--- src/rtl/exc_slot.sv ---
// Module: exc_slot
// One registered exception report: a one-cycle valid pulse with cause, tval and epc.
// Assumes 'set' is a single-cycle request. Flush in the request cycle cancels it.
// Fields read zero when no report is valid.
module exc_slot #(
    parameter int XLEN    = 64,
    parameter int CAUSE_W = 5
) (
    input  logic               clk,
    input  logic               rst_n,
    input  logic               flush,
    input  logic               set,
    input  logic [CAUSE_W-1:0] cause_in,
    input  logic [XLEN-1:0]    tval_in,
    input  logic [XLEN-1:0]    epc_in,
    output logic               valid,
    output logic [CAUSE_W-1:0] cause,
    output logic [XLEN-1:0]    tval,
    output logic [XLEN-1:0]    epc
);
    logic fire;

    // Purpose: a request survives only if no flush arrives with it
    always_comb fire = set && !flush;

    // Purpose: capture the report for exactly one cycle, zero otherwise
    always_ff @(posedge clk) begin
        if (!rst_n) begin
            valid <= 1'b0;
            cause <= '0;
            tval  <= '0;
            epc   <= '0;
        end else if (fire) begin
            valid <= 1'b1;
            cause <= cause_in;
            tval  <= tval_in;
            epc   <= epc_in;
        end else begin
            valid <= 1'b0;
            cause <= '0;
            tval  <= '0;
            epc   <= '0;
        end
    end

    AST_SLOT_REPORTS: assert property (@(posedge clk) disable iff (!rst_n)
        (set && !flush) |=> (valid && tval == $past(tval_in)));
    AST_SLOT_FLUSH_KILLS: assert property (@(posedge clk) disable iff (!rst_n)
        flush |=> !valid);
    AST_SLOT_IDLE_ZERO: assert property (@(posedge clk) disable iff (!rst_n)
        !valid |-> (cause == '0 && tval == '0 && epc == '0));
endmodule

--- config.mk ---
export PLATFORM = sky130hd
export DESIGN_NAME = exc_slot
export DESIGN_NICKNAME = d
export VERILOG_FILES = /design/src/rtl/exc_slot.sv
export SDC_FILE = /design/constraint.sdc
export NUM_CORES = 1
export LEC_CHECK = 0
export BUFFER_PORTS_ARGS = -buffer_cell sky130_fd_sc_hd__buf_2
export CAP_MARGIN = 20
export CORE_AREA = 2 2 105 107
export DETAILED_ROUTE_END_ITERATION = 10
export DIE_AREA = 0 0 107 109
export GPL_TIMING_DRIVEN = 0
export PLACE_DENSITY = 0.75
export SKIP_CTS_REPAIR_TIMING = 1
export SYNTH_ARGS = -nofsm -noshare
export SYNTH_HDL_FRONTEND = slang
export SYNTH_SLANG_ARGS = --single-unit
--- constraint.sdc ---
create_clock -name clk -period 0.8 [get_ports clk]
set_input_delay 0.12 -clock clk [delete_from_list [all_inputs] [get_ports clk]]
set_output_delay 0.12 -clock clk [all_outputs]
set_load 0.02 [all_outputs]
==> run metrics <==
final net count slightly below 900; maximum fanout along the worst path 1; CTS tree yes; H-tree Lvls 4; Final min period 1100 ps; syn avg cell area approximately 14 um^2; WHS between 40 and 50 ps; Syn Inst Count 310; dpl hpwl 9.34 mm; post-synthesis cell area between 0.004 and 0.005 mm^2; WP buf/inv 1; IO Port Bufs roughly 270; max-cap violations 0; failing checks setup timing; Max Clock Freq 0.909 GHz; Post-synth top cells dfxtp_1 (134), and4b_1 (129), clkbuf_1 (21), buf_6 (15), buf_8 (6); sequential share of the synthesized area slightly above 60%; post-synth top area share 61.5%; HP Class input pin to flop; Post-synth EDFFs 0; met1 Track Usage GR 21.4%; post-synth net total 447; largest net degree at the start of global routing 17; Cell Chain, Critical Path buf_6; largest family of logic cells by synthesized area simple AND/OR/NAND/NOR gates; Crit Path Class flop to output port; Global Route met2 Usage approximately 37%; crit path DAT between 900 and 1000 ps; XOR/XNOR Fraction of Synth Area 0%; period utilization 138%; CP delay by family, top flip-flops; post-synthesis register bit count 134; drt initial violations 202; gr usage total 20.7%; filler instances 506; count leader, synth dfxtp_1; clk slew on worst S/H paths approximately 60 ps; initial antenna violation count 2; maximum root-to-sink buffer count 2; num rows 38; Adder-Cell Fraction of Synth Area 0%; die area 0.0117 mm^2; Leak 0.00428 uW; CP Data Required Time 680 ps; P&R area growth vs syn 101%; unrepaired setup endpoints after global routing yes; post-synthesis simple-gate area fraction 30.8%; Final Util approximately 83%; global routing usage on met3 7.47%; prevailing post-synth register cell dfxtp_1; Final setup violation count 198; synth top area cells dfxtp_1 (61%), and4b_1 (30%), buf_6 (3.9%); Worst-Margin Slew 441 ps; fin worst setup slack -300 ps; Synth area leader dfxtp_1; layout cells sized above 1 61.1%; Worst path slowest cell dfxtp_2; fin. max-slew vios 0; YS warnings 0; Root Driver clkbuf_8; CTS buffer count 17; Die H about 110 um; CP peak stage delay 350 ps; pwr dens about 1800 mW/mm^2; asr flop ratio synth 0%; Synth Area in Compound Gates 0%; busiest layer in global routing met2; GPL Wtd Cong a little over 0.8; status finished with violations; DR vias/cell roughly 5; gr ovfl total 0; wire per inst 20.7 um; Setup crit end kind output port; post-synth cell types 7; post-synthesis mux area share 0%; first-pass GRT wire length 18.1 mm; core area 0.0106 mm^2; IO Count between 200 and 300; Initial Util 41.2%; Total Wirelength approximately 18 mm; final hold violations 0; Tot Pwr about 16000 uW; Slew HR 70.6%; via count 4490; VDD IR max 1.14 mV; ANT nets after route 0; startpoint type of the worst setup path flop; DR DRC count 0; First-pass DRT Iterations 4; vias in the first global route 3578; die width 107 um; clk sink count 134
==> worst paths after layout <==
kind                       startpoint            endpoint  slack [ps]  cells after the start
setup / recovery  cause[2]$_SDFF_PN0_            cause[2]        -300                      1
hold / removal                  rst_n  epc[29]$_SDFF_PN0_          40                      2
==> layout make-up <==
cell class	count	area, um^2	area share [%]
antenna	2	5.00	0.0571
buffer	42	338	3.86
clock buffer	21	439	5.01
clock inverter	10	82.6	0.943
multi-input combinational	134	1350	15.4
sequential	134	2850	32.5
tap	140	175	2.00
timing repair buffer	402	3530	40.2
==> registers in the layout, summed over array words and instances (netlist names) <==
signal,cells
cause,5
valid,1
epc,64
tval,64
==> cell usage in the layout, fill, tap and decap left out <==
cell and n:
buf_6 149, dlygate4sd3_1 135, dfxtp_2 134, buf_2 133, and4b_1 129, clkbuf_1 24, clkbuf_16 16, buf_8 6
clkinv_2 6, and4b_2 4, clkinvlp_4 3, diode_2 2, clkbuf_8 2, and3b_1 1, bufinv_16 1
==> per-stage QoR <==
stage          cells  setup WS, ps  instance area (um^2)  TNS (ps)
3_5_place_dp     717         -22.4                  5880     -97.4
4_1_cts          748          -346                  6400    -41920
3_3_place_gp     717          11.1                  5880         0
2_1_floorplan    310           139                  4370         0
5_1_grt          885          -327                  8760    -43010
6_report         885          -300                  8760    -38390
==> cell families after synthesis <==
family / Yosys count
flip-flops: 134
buffers and inverters: 42
AND/OR/NAND/NOR: 134
==> per-layer routing <==
layer | wire length [um] | vias up
li1 | - | 2027
met1 | 6250 | 2120
met3 | 1440 | 62
met5 | 0 | -
met2 | 9780 | 281
met4 | 815 | 0
==> report_power, final <==
group          internal (uW)  switching, uW  total [uW]
logic                   1280            889        2170
registers               6890           99.3        6990
clock network           4150           2870        7010
total                  12300           3860       16200
(Power assumes the default switching activity.)
